===== src/rtl/fw_pkg.sv =====
package fw_pkg;

  localparam logic CH_LF = 1'b0;
  localparam logic CH_HF = 1'b1;

  typedef enum logic [1:0] {
    WATCH_BOTH  = 2'd0,
    WATCH_LF    = 2'd1,
    WATCH_HF    = 2'd2,
    WATCH_BOTH2 = 2'd3
  } watch_mode_e;

  // bit 0: low-frequency channel enabled, bit 1: high-frequency channel enabled
  function automatic logic [1:0] chan_enables(input logic [1:0] m);
    case (watch_mode_e'(m))
      WATCH_LF: chan_enables = 2'b01;
      WATCH_HF: chan_enables = 2'b10;
      default:  chan_enables = 2'b11;
    endcase
  endfunction

endpackage


===== src/rtl/fw_chan.sv =====
module fw_chan #(
  parameter int DW     = 10,
  parameter int CW     = 16,
  parameter int MARGIN = 10
) (
  input  logic          clk,
  input  logic          rst,
  input  logic          take,
  input  logic          clr,
  input  logic [DW-1:0] data,
  output logic          base_fire,
  output logic          chg_fire,
  output logic          present,
  output logic [DW-1:0] ref_val,
  output logic [CW-1:0] cnt_next
);

  localparam logic [CW-1:0] CNT_MAX  = '1;
  localparam logic [DW-1:0] MARGIN_V = DW'(MARGIN);

  logic          have_base;
  logic [DW-1:0] base_q;
  logic [DW-1:0] ref_q;
  logic [CW-1:0] cnt_q;
  logic [DW-1:0] diff_ref;
  logic [DW-1:0] diff_base;
  logic          moved;

  always_comb begin
    diff_ref  = (data >= ref_q)  ? (data - ref_q)  : (ref_q - data);
    diff_base = (data >= base_q) ? (data - base_q) : (base_q - data);
    moved     = diff_ref > MARGIN_V;
    base_fire = take && !have_base;
    chg_fire  = take && have_base && moved;
    cnt_next  = (cnt_q == CNT_MAX) ? cnt_q : cnt_q + CW'(1);
    ref_val   = ref_q;
  end

  always_ff @(posedge clk) begin
    if (rst) begin
      have_base <= 1'b0;
      base_q    <= '0;
      ref_q     <= '0;
      cnt_q     <= '0;
      present   <= 1'b0;
    end else begin
      if (base_fire) begin
        have_base <= 1'b1;
        base_q    <= data;
        ref_q     <= data;
        cnt_q     <= '0;
      end else if (take) begin
        if (moved) begin
          ref_q   <= data;
          cnt_q   <= '0;
          present <= diff_base > MARGIN_V;
        end else begin
          cnt_q   <= cnt_next;
        end
      end
      if (clr) present <= 1'b0;
    end
  end

endmodule


===== src/rtl/fw_report.sv =====
module fw_report #(
  parameter int DW = 10,
  parameter int CW = 16
) (
  input  logic                clk,
  input  logic                rst,
  input  logic                chan,
  input  logic [DW-1:0]       data,
  input  logic [1:0]          base_fire,
  input  logic [1:0]          chg_fire,
  input  logic [1:0][DW-1:0]  ref_val,
  input  logic [1:0][CW-1:0]  cnt_next,
  output logic                base_valid,
  output logic                base_chan,
  output logic [DW-1:0]       base_value,
  output logic                evt_valid,
  output logic                evt_chan,
  output logic [DW-1:0]       evt_old,
  output logic [DW-1:0]       evt_new,
  output logic [CW-1:0]       evt_count
);

  always_ff @(posedge clk) begin
    if (rst) begin
      base_valid <= 1'b0;
      base_chan  <= 1'b0;
      base_value <= '0;
      evt_valid  <= 1'b0;
      evt_chan   <= 1'b0;
      evt_old    <= '0;
      evt_new    <= '0;
      evt_count  <= '0;
    end else begin
      base_valid <= |base_fire;
      evt_valid  <= |chg_fire;
      if (|base_fire) begin
        base_chan  <= chan;
        base_value <= data;
      end
      if (|chg_fire) begin
        evt_chan  <= chan;
        evt_old   <= ref_val[chan];
        evt_new   <= data;
        evt_count <= cnt_next[chan];
      end
    end
  end

endmodule


===== src/rtl/field_watch.sv =====
module field_watch #(
  parameter int DW     = 10,
  parameter int CNT_W  = 16,
  parameter int MARGIN = 10
) (
  input  logic             clk,
  input  logic             rst,
  input  logic [1:0]       mode,
  input  logic             stop,
  input  logic             smp_valid,
  input  logic             smp_chan,
  input  logic [DW-1:0]    smp_data,
  output logic             lf_present,
  output logic             hf_present,
  output logic             base_valid,
  output logic             base_chan,
  output logic [DW-1:0]    base_value,
  output logic             evt_valid,
  output logic             evt_chan,
  output logic [DW-1:0]    evt_old,
  output logic [DW-1:0]    evt_new,
  output logic [CNT_W-1:0] evt_count
);

  localparam int NCH = 2;

  logic                       stopped;
  logic [NCH-1:0]             chan_en;
  logic                       halt;
  logic [NCH-1:0]             base_fire;
  logic [NCH-1:0]             chg_fire;
  logic [NCH-1:0]             pres;
  logic [NCH-1:0][DW-1:0]     ref_val;
  logic [NCH-1:0][CNT_W-1:0]  cnt_next;

  assign chan_en = fw_pkg::chan_enables(mode);
  assign halt    = stop || stopped;

  always_ff @(posedge clk) begin
    if (rst)       stopped <= 1'b0;
    else if (stop) stopped <= 1'b1;
  end

  for (genvar g = 0; g < NCH; g++) begin : g_ch
    fw_chan #(.DW(DW), .CW(CNT_W), .MARGIN(MARGIN)) u_chan (
      .clk       (clk),
      .rst       (rst),
      .take      (smp_valid && (smp_chan == 1'(g)) && chan_en[g] && !halt),
      .clr       (halt),
      .data      (smp_data),
      .base_fire (base_fire[g]),
      .chg_fire  (chg_fire[g]),
      .present   (pres[g]),
      .ref_val   (ref_val[g]),
      .cnt_next  (cnt_next[g])
    );
  end

  fw_report #(.DW(DW), .CW(CNT_W)) u_report (
    .clk        (clk),
    .rst        (rst),
    .chan       (smp_chan),
    .data       (smp_data),
    .base_fire  (base_fire),
    .chg_fire   (chg_fire),
    .ref_val    (ref_val),
    .cnt_next   (cnt_next),
    .base_valid (base_valid),
    .base_chan  (base_chan),
    .base_value (base_value),
    .evt_valid  (evt_valid),
    .evt_chan   (evt_chan),
    .evt_old    (evt_old),
    .evt_new    (evt_new),
    .evt_count  (evt_count)
  );

  assign lf_present = pres[fw_pkg::CH_LF];
  assign hf_present = pres[fw_pkg::CH_HF];

endmodule


===== config.mk =====
export PLATFORM = sky130hd
export DESIGN_NAME = field_watch
export DESIGN_NICKNAME = d
export VERILOG_FILES = /design/src/rtl/fw_pkg.sv /design/src/rtl/fw_chan.sv /design/src/rtl/fw_report.sv /design/src/rtl/field_watch.sv
export SDC_FILE = /design/constraint.sdc
export NUM_CORES = 1
export LEC_CHECK = 0
export BUFFER_PORTS_ARGS = -buffer_cell sky130_fd_sc_hd__buf_4
export CORE_AREA = 2 2 134 136
export CTS_CLUSTER_DIAMETER = 30
export DETAILED_ROUTE_END_ITERATION = 10
export DIE_AREA = 0 0 136 138
export PLACE_DENSITY = 0.76
export SLEW_MARGIN = 20
export SYNTH_ARGS = -nofsm -noshare
export SYNTH_HDL_FRONTEND = slang
export SYNTH_SLANG_ARGS = --single-unit

===== constraint.sdc =====
create_clock -name clk -period 3.4 [get_ports clk]
set_clock_uncertainty 0.2 [all_clocks]
set_input_delay 0.17 -clock clk [delete_from_list [all_inputs] [get_ports clk]]
set_output_delay 0.17 -clock clk [all_outputs]
set_load 0.05 [all_outputs]

# --- Word-level counts from Yosys, hierarchy flattened ---
# Cells that the tools add are included.
word_totals:
  word_cells: 93
  inputBits: 17
  romBits: 0
  output_inout_bits: 52
  mem_bits_rw: 0
  memories: 0
  regBits: 127
  latch_bits: 0
classes:
  n_eq_ne: 4
  n_bitwise: 3
  multipliers: 0
  mux: 19
  add_sub_neg: 10
  shift: 0
  n_lt_le_gt_ge: 9
  div_mod_pow: 0
  reduce_logical: 29
op_table:
  columns: ["operator", "count"]
  rows:
  - ["two-way mux 10 bit", 12]
  - ["two-way mux 16 bit", 6]
  - ["subtractor 10 bit", 8]
  - [">= comparator 10 bit", 4]
  - ["> comparator 10 x 4 -> 1 bit, second input constant", 4]
  - ["adder 16 x 1 -> 16 bit, second input constant", 2]
  - ["equality test 16 bit, second input constant", 2]
  - ["logical AND 1 bit", 12]
  - ["OR reduction 2 bit", 5]
  - ["nonzero test 2 bit", 4]
  - ["AND reduction 3 bit", 2]
  - ["case mux 2 bit (2 select lines)", 1]
  - ["AND reduction 2 bit", 2]
  - ["logical NOT 1 bit", 3]
  - ["NOT 1 bit", 3]
  - ["equality test 2 x 1 -> 1 bit, second input constant", 1]
  - ["equality test 2 bit, second input constant", 1]
  - ["less-than comparator 1 x 2 -> 1 bit, second input constant", 1]
  - ["logical OR 1 bit", 1]

# --- Longest topological paths before layout ---
depth:
  ltp_word: 7
  ltp_mapped: 15
  mapped_depth_nobuf: 13

# --- Modules after synthesis ---
# A second synthesis with hierarchy kept.
hier_totals:
  hier_cells: 1247
  area_unflattened_um2: 10100.9
modules_own_cells:
  columns: ["module", "cells_each", "area_each_um2", "seq_area_each_um2", "n_inst"]
  rows:
  - ["fw_chan at g_ch[0].u_chan", 520, 4026.4, 760.7, 1]
  - ["fw_chan at g_ch[1].u_chan", 495, 3733.6, 760.7, 1]
  - ["fw_report", 224, 2273.4, 1001.0, 1]
  - ["field_watch", 8, 67.6, 20.0, 1]

# --- Worst setup path before layout ---
# Ideal clock, no wire load.
synth_path:
  path_type: "register to register"
  from: "register g_ch[1].u_chan.ref_q[0]"
  to: "register u_report.evt_count[11]"
  n_path_buf: 1
  slack_ps: -349
  required_ps: 3128
  setup_ps: 72
  t_arrival_ps: 3477
  synth_period_minus_slack_ps: 3749
  path_stages_with_launch: 14
  path_cell_list: "dfxtp_1 -> ha_1 -> inv_1 -> fa_1 -> a21oi_1 -> a211o_1 -> o211ai_1 -> or4_1 -> or4_4 -> a2111oi_4 -> nor2_1 -> buf_4 -> nor2_8 -> mux2i_1"
synth_between:
  elab_chain_len: 5
  word_cells_on_any_way: 7
  cone_classes: "add/sub: 2; order compare: 2; mux: 1; reduce/logical: 2"
synth_rtl:
  columns: ["item", "line", "source"]
  rows:
  - ["start, declared", "fw_chan.sv:23", "logic [DW-1:0] ref_q;"]
  - ["start signal, assigned", "fw_chan.sv:50", "ref_q <= data;"]
  - ["start signal, assigned", "fw_chan.sv:54", "ref_q <= data;"]
  - ["subtractor 10 bit / >= comparator 10 bit (equally long branches)", "fw_chan.sv:30", "diff_ref = (data >= ref_q) ? (data - ref_q) : (ref_q - data);"]
  - ["two-way mux 10 bit (*)", "fw_chan.sv:30", null]
  - ["> comparator 10 x 4 -> 1 bit (*)", "fw_chan.sv:32", "moved = diff_ref > MARGIN_V;"]
  - ["logical AND 1 bit (*)", "fw_chan.sv:34", "chg_fire = take && have_base && moved;"]
  - ["OR reduction 2 bit (*)", "fw_report.sv:40", "if (|chg_fire) begin"]
  - ["end signal, assigned", "fw_report.sv:44", "evt_count <= cnt_next[chan];"]
  - ["end, declared", "fw_report.sv:20", "output logic [CW-1:0] evt_count"]
# Mark *: on every way between the ends. The rest lies on a longest branch, timed or not.
# A chain may end at the register's enable or synchronous reset.

# --- Worst setup path in the final report ---
layout_path:
  from: "register g_ch[1].u_chan.ref_q[0]"
  to: "register u_report.evt_old[2]"
layout_between:
  elab_chain_len: 5
  word_cells_on_any_way: 7
  cone_classes: "add/sub: 2; order compare: 2; mux: 1; reduce/logical: 2"
layout_rtl:
  columns: ["item", "line", "source"]
  rows:
  - ["subtractor 10 bit / >= comparator 10 bit (equally long branches)", "fw_chan.sv:30", null]
  - ["two-way mux 10 bit (*)", "fw_chan.sv:30", null]
  - ["> comparator 10 x 4 -> 1 bit (*)", "fw_chan.sv:32", null]
  - ["logical AND 1 bit (*)", "fw_chan.sv:34", null]
  - ["OR reduction 2 bit (*)", "fw_report.sv:40", null]
  - ["end signal, assigned", "fw_report.sv:42", "evt_old <= ref_val[chan];"]
  - ["end, declared", "fw_report.sv:18", "output logic [DW-1:0] evt_old,"]
# Marked as above.

==> summary.md <==
| Metric | Value |
|---|---|
| Top FF cell, synth | `dfxtp_1` |
| Worst Max-Slew Pin Slew | `0.775 ns` |
| Max_slew headroom | `48.1%` |
| Initial antenna violation count | `0` |
| Nets | `1471` |
| Die width | `136 µm` |
| Final setup viols | `75` |
| Post-synth EDFFs | `0` |
| Routed Antenna Nets | `0` |
| DR WL/cell | `18.2 µm` |
| Iteration-0 DRC Markers | `839` |
| XOR/XNOR Fraction of Synth Area | `4.16%` |
| Leading area contributor after synthesis | `dfxtp_1` |
| Detailed Route WL | `29400 µm` |
| Share of the synthesized area in the top cell type | `26.8%` |
| Post-Synth Adder-Cell Area | `12.0%` |
| TritonCTS clock tree | `yes` |
| Number of port buffers | `68` |
| Gr usage total | `30.7%` |
| Register area | `2550 µm²` |
| Min Tclk post-route | `3.75 ns` |
| Vias | `9674` |
| CP Max Fanout | `5` |
| Via-to-Cell Ratio | `6.01` |
| Status | `finished with violations` |
| Failing checks | `negative setup slack` |
| CTS Root Cell | `clkbuf_16` |
| Synth Cell Area | `9470 µm²` |
| Die height | `138 µm` |
| Crit path required time | `3.54 ns` |
| Max VDD drop | `372 µV` |
| Post-synthesis mux area share | `7.07%` |
| TritonRoute pass-1 iters | `5` |
| # diodes | `0` |
| Seq cells post-synth | `127` |
| Leakage | `5.00 nW` |
| Synth Area in Compound Gates | `22.3%` |
| Net Count, Synth | `1317` |
| HP Class | `input pin to flop` |
| P per Cell Area | `360 nW/µm²` |
| Total power | `4.37 mW` |
| Clk sinks | `127` |
| Core Area | `17500 µm²` |
| Seq/Total Area, Yosys | `26.8%` |
| Slew Limit Fails | `0` |
| Async set or reset register ratio after synthesis | `0%` |
| Top post-synthesis cells by area | `dfxtp_1 27%, ha_1 10%, a21oi_1 6.6%, mux2i_1 6.2%, nand2_1 5.3%` |
| Largest net degree at the start of global routing | `56` |
| Max Clk Rate | `267 MHz` |
| Area growth syn-to-layout | `28.3%` |
| Drt drc | `0` |
| Fin worst setup slack | `-0.347 ns` |
| RePlAce Congestion | `0.965` |
| CP Capture Type | `flop` |
| Avg Cell Area, Syn | `7.80 µm²` |
| Final hold violations | `0` |
| Hpwl dp | `20900 µm` |
| Die area | `18800 µm²` |
| First-pass GRT wire length | `46100 µm` |
| Multi-input logic area | `6750 µm²` |
| Fraction of layout cells with a size suffix above 1 | `24.3%` |
| Total CTS buffers | `17` |
| IO Count | `69` |
| Initial Utilization | `54.0%` |
| Vias in the first global route | `8978` |
| Max-Cap Viols | `0` |
| Tcrit/Tclk final | `110%` |
| Critical path type | `flop to flop` |
| Clock Pin Slew Worst Setup and Hold Paths | `0.06 ns` |
| Final Core Density | `69.3%` |
| RSZ-0062 raised after global routing | `true` |
| Syn. warnings | `0` |
| Synth Instances | `1214` |
| Clk Latency, worst-skew pair | `0.44 ns` |
| Yosys cell types | `73` |
| Largest family of logic cells by synthesized area | `compound AO/OA/AOI/OAI gates` |
| # H-tree levels | `4` |
| Fill cells | `1360` |
| CP Launch Type | `flop` |
| Crit path DAT | `3.88 ns` |
| Worst hold slack | `0.0182 ns` |
| Post-Synth Simple-Gate Area | `21.1%` |
| Total gr overflow | `0` |
| Row Count | `49` |
| Max clock buf depth | `2` |
==> synthesized netlist by cell type, types with 19 or more instances <==
cell type and n:
xnor2_1 26, nand2_1 135, xor2_1 19, clkbuf_1 58
mux2i_1 59, ha_1 78, a21oi_1 124, a21o_1 21
dfxtp_1 127, nor3_1 34, a211oi_1 21, o21ai_0 45
nand3_1 48, nor2_1 88, inv_1 81
==> cells in the final DEF (no fill, tap or decap), types with 7 or more instances in the layout <==
master	n
buf_4	192
a211oi_1	10
ha_1	72
xnor2_1	26
nand3_1	47
a21o_1	21
a31oi_1	11
o211ai_1	11
o21a_1	13
o21ai_1	7
xor2_1	19
nand2b_1	15
nand2_1	135
nand4_1	18
nor3_1	22
a211oi_2	19
nor2_1	87
or3_1	9
inv_1	75
nor2b_1	12
o21ai_0	37
clkbuf_16	18
dfxtp_1	125
mux2i_1	55
a21oi_1	118
nor3_2	9
and3_1	7
==> per-stage QoR <==
step                      TNS [ns]  instance area, µm²  cells  setup WS, ns
after CTS                   -15.83               11900   1606        -0.313
after global placement      -22.29               11000   1561        -0.362
after detailed placement    -29.79               11000   1561        -0.526
final                       -16.83               12200   1610        -0.347
after global routing        -30.59               12200   1610        -0.517
after floorplan              -7.58                9550   1214        -0.201
==> power by group <==
part / switching, mW / total (mW) / internal, mW
Combinational: 0.517 / 0.893 / 0.376
Sequential: 0.0173 / 1.53 / 1.51
Clock: 0.766 / 1.95 / 1.19
Total: 1.30 / 4.37 / 3.07
==> metal layers <==
metal | global-route usage (%) | wire (µm) | up-vias
met3 | 4.88 | 1810 | 80
li1 | - | - | 4614
met2 | 49.7 | 13900 | 351
met1 | 40.7 | 12700 | 4629
met5 | 0 | 0 | -
met4 | 12.2 | 996 | 0
==> area by class of cell <==
type	instances	share of cell area [%]
Clock buffer	18	3.61
Timing Repair Buffer	206	13.6
Inverter	81	2.50
Clock inverter	14	1.49
Sequential cell	127	21.0
Tap cell	229	2.36
Multi-Input combinational cell	935	55.5
==> path summary, 6_finish.rpt <==
| kind | to | cells past startpoint | slack [ns] | start |
|---|---|---|---|---|
| worst min-delay path | g_ch[0].u_chan.base_q[8] | 4 | 0.02 | smp_data[8] |
| worst min register to register | u_report.base_value[7] | 2 | 0.25 | u_report.base_value[7] |
| worst max register to register | u_report.evt_old[2] | 15 | -0.35 | g_ch[1].u_chan.ref_val[0] |
| worst max-delay path | u_report.evt_old[2] | 15 | -0.35 | g_ch[1].u_chan.ref_val[0] |
==> flip-flops by register name (all words and copies together), names as in the netlist <==
name / flops
stopped: 1
g_ch.u_chan.present: 2
u_report.base_chan: 1
u_report.evt_valid: 1
u_report.evt_new: 10
u_report.evt_old: 10
u_report.evt_chan: 1
g_ch.u_chan.ref_val: 20
u_report.base_valid: 1
g_ch.u_chan.base_q: 20
g_ch.u_chan.have_base: 2
g_ch.u_chan.cnt_q: 32
u_report.base_value: 10
u_report.evt_count: 16
==> critical path: stages, from the launching register on <==
cell and delay, ns:
dfxtp_2 0.34, inv_2 0.06, ha_4 0.12, inv_2 0.03
fa_2 0.33, a21o_1 0.17, a21oi_2 0.17, mux2i_1 0.09
or4_1 0.52, or4_4 0.51, a2111oi_4 0.29, buf_4 0.20
or2_4 0.18, buf_4 0.15, nand2_8 0.07, a211oi_1 0.21
==> timing repair <==
item / CTS / global route
hold buffers: 3 / 0
gates resized for setup: 26 / 56
endpoints found under the hold margin: 6 / 0
setup endpoints to repair: 79 / 84
setup buffers: 6 / 3
pin swaps: 10 / 16
gates cloned: 4 / 1
==> kinds of logic (layout without fill, tap and decap cells) <==
family	count (synthesis)	after routing
flops	127	127
fa+ha+maj	86	86
mux	66	66
compound gates	322	322
buf+inv	155	319
simple gates	413	416
xor+xnor	45	45
Power figures use the tool's default switching activity.
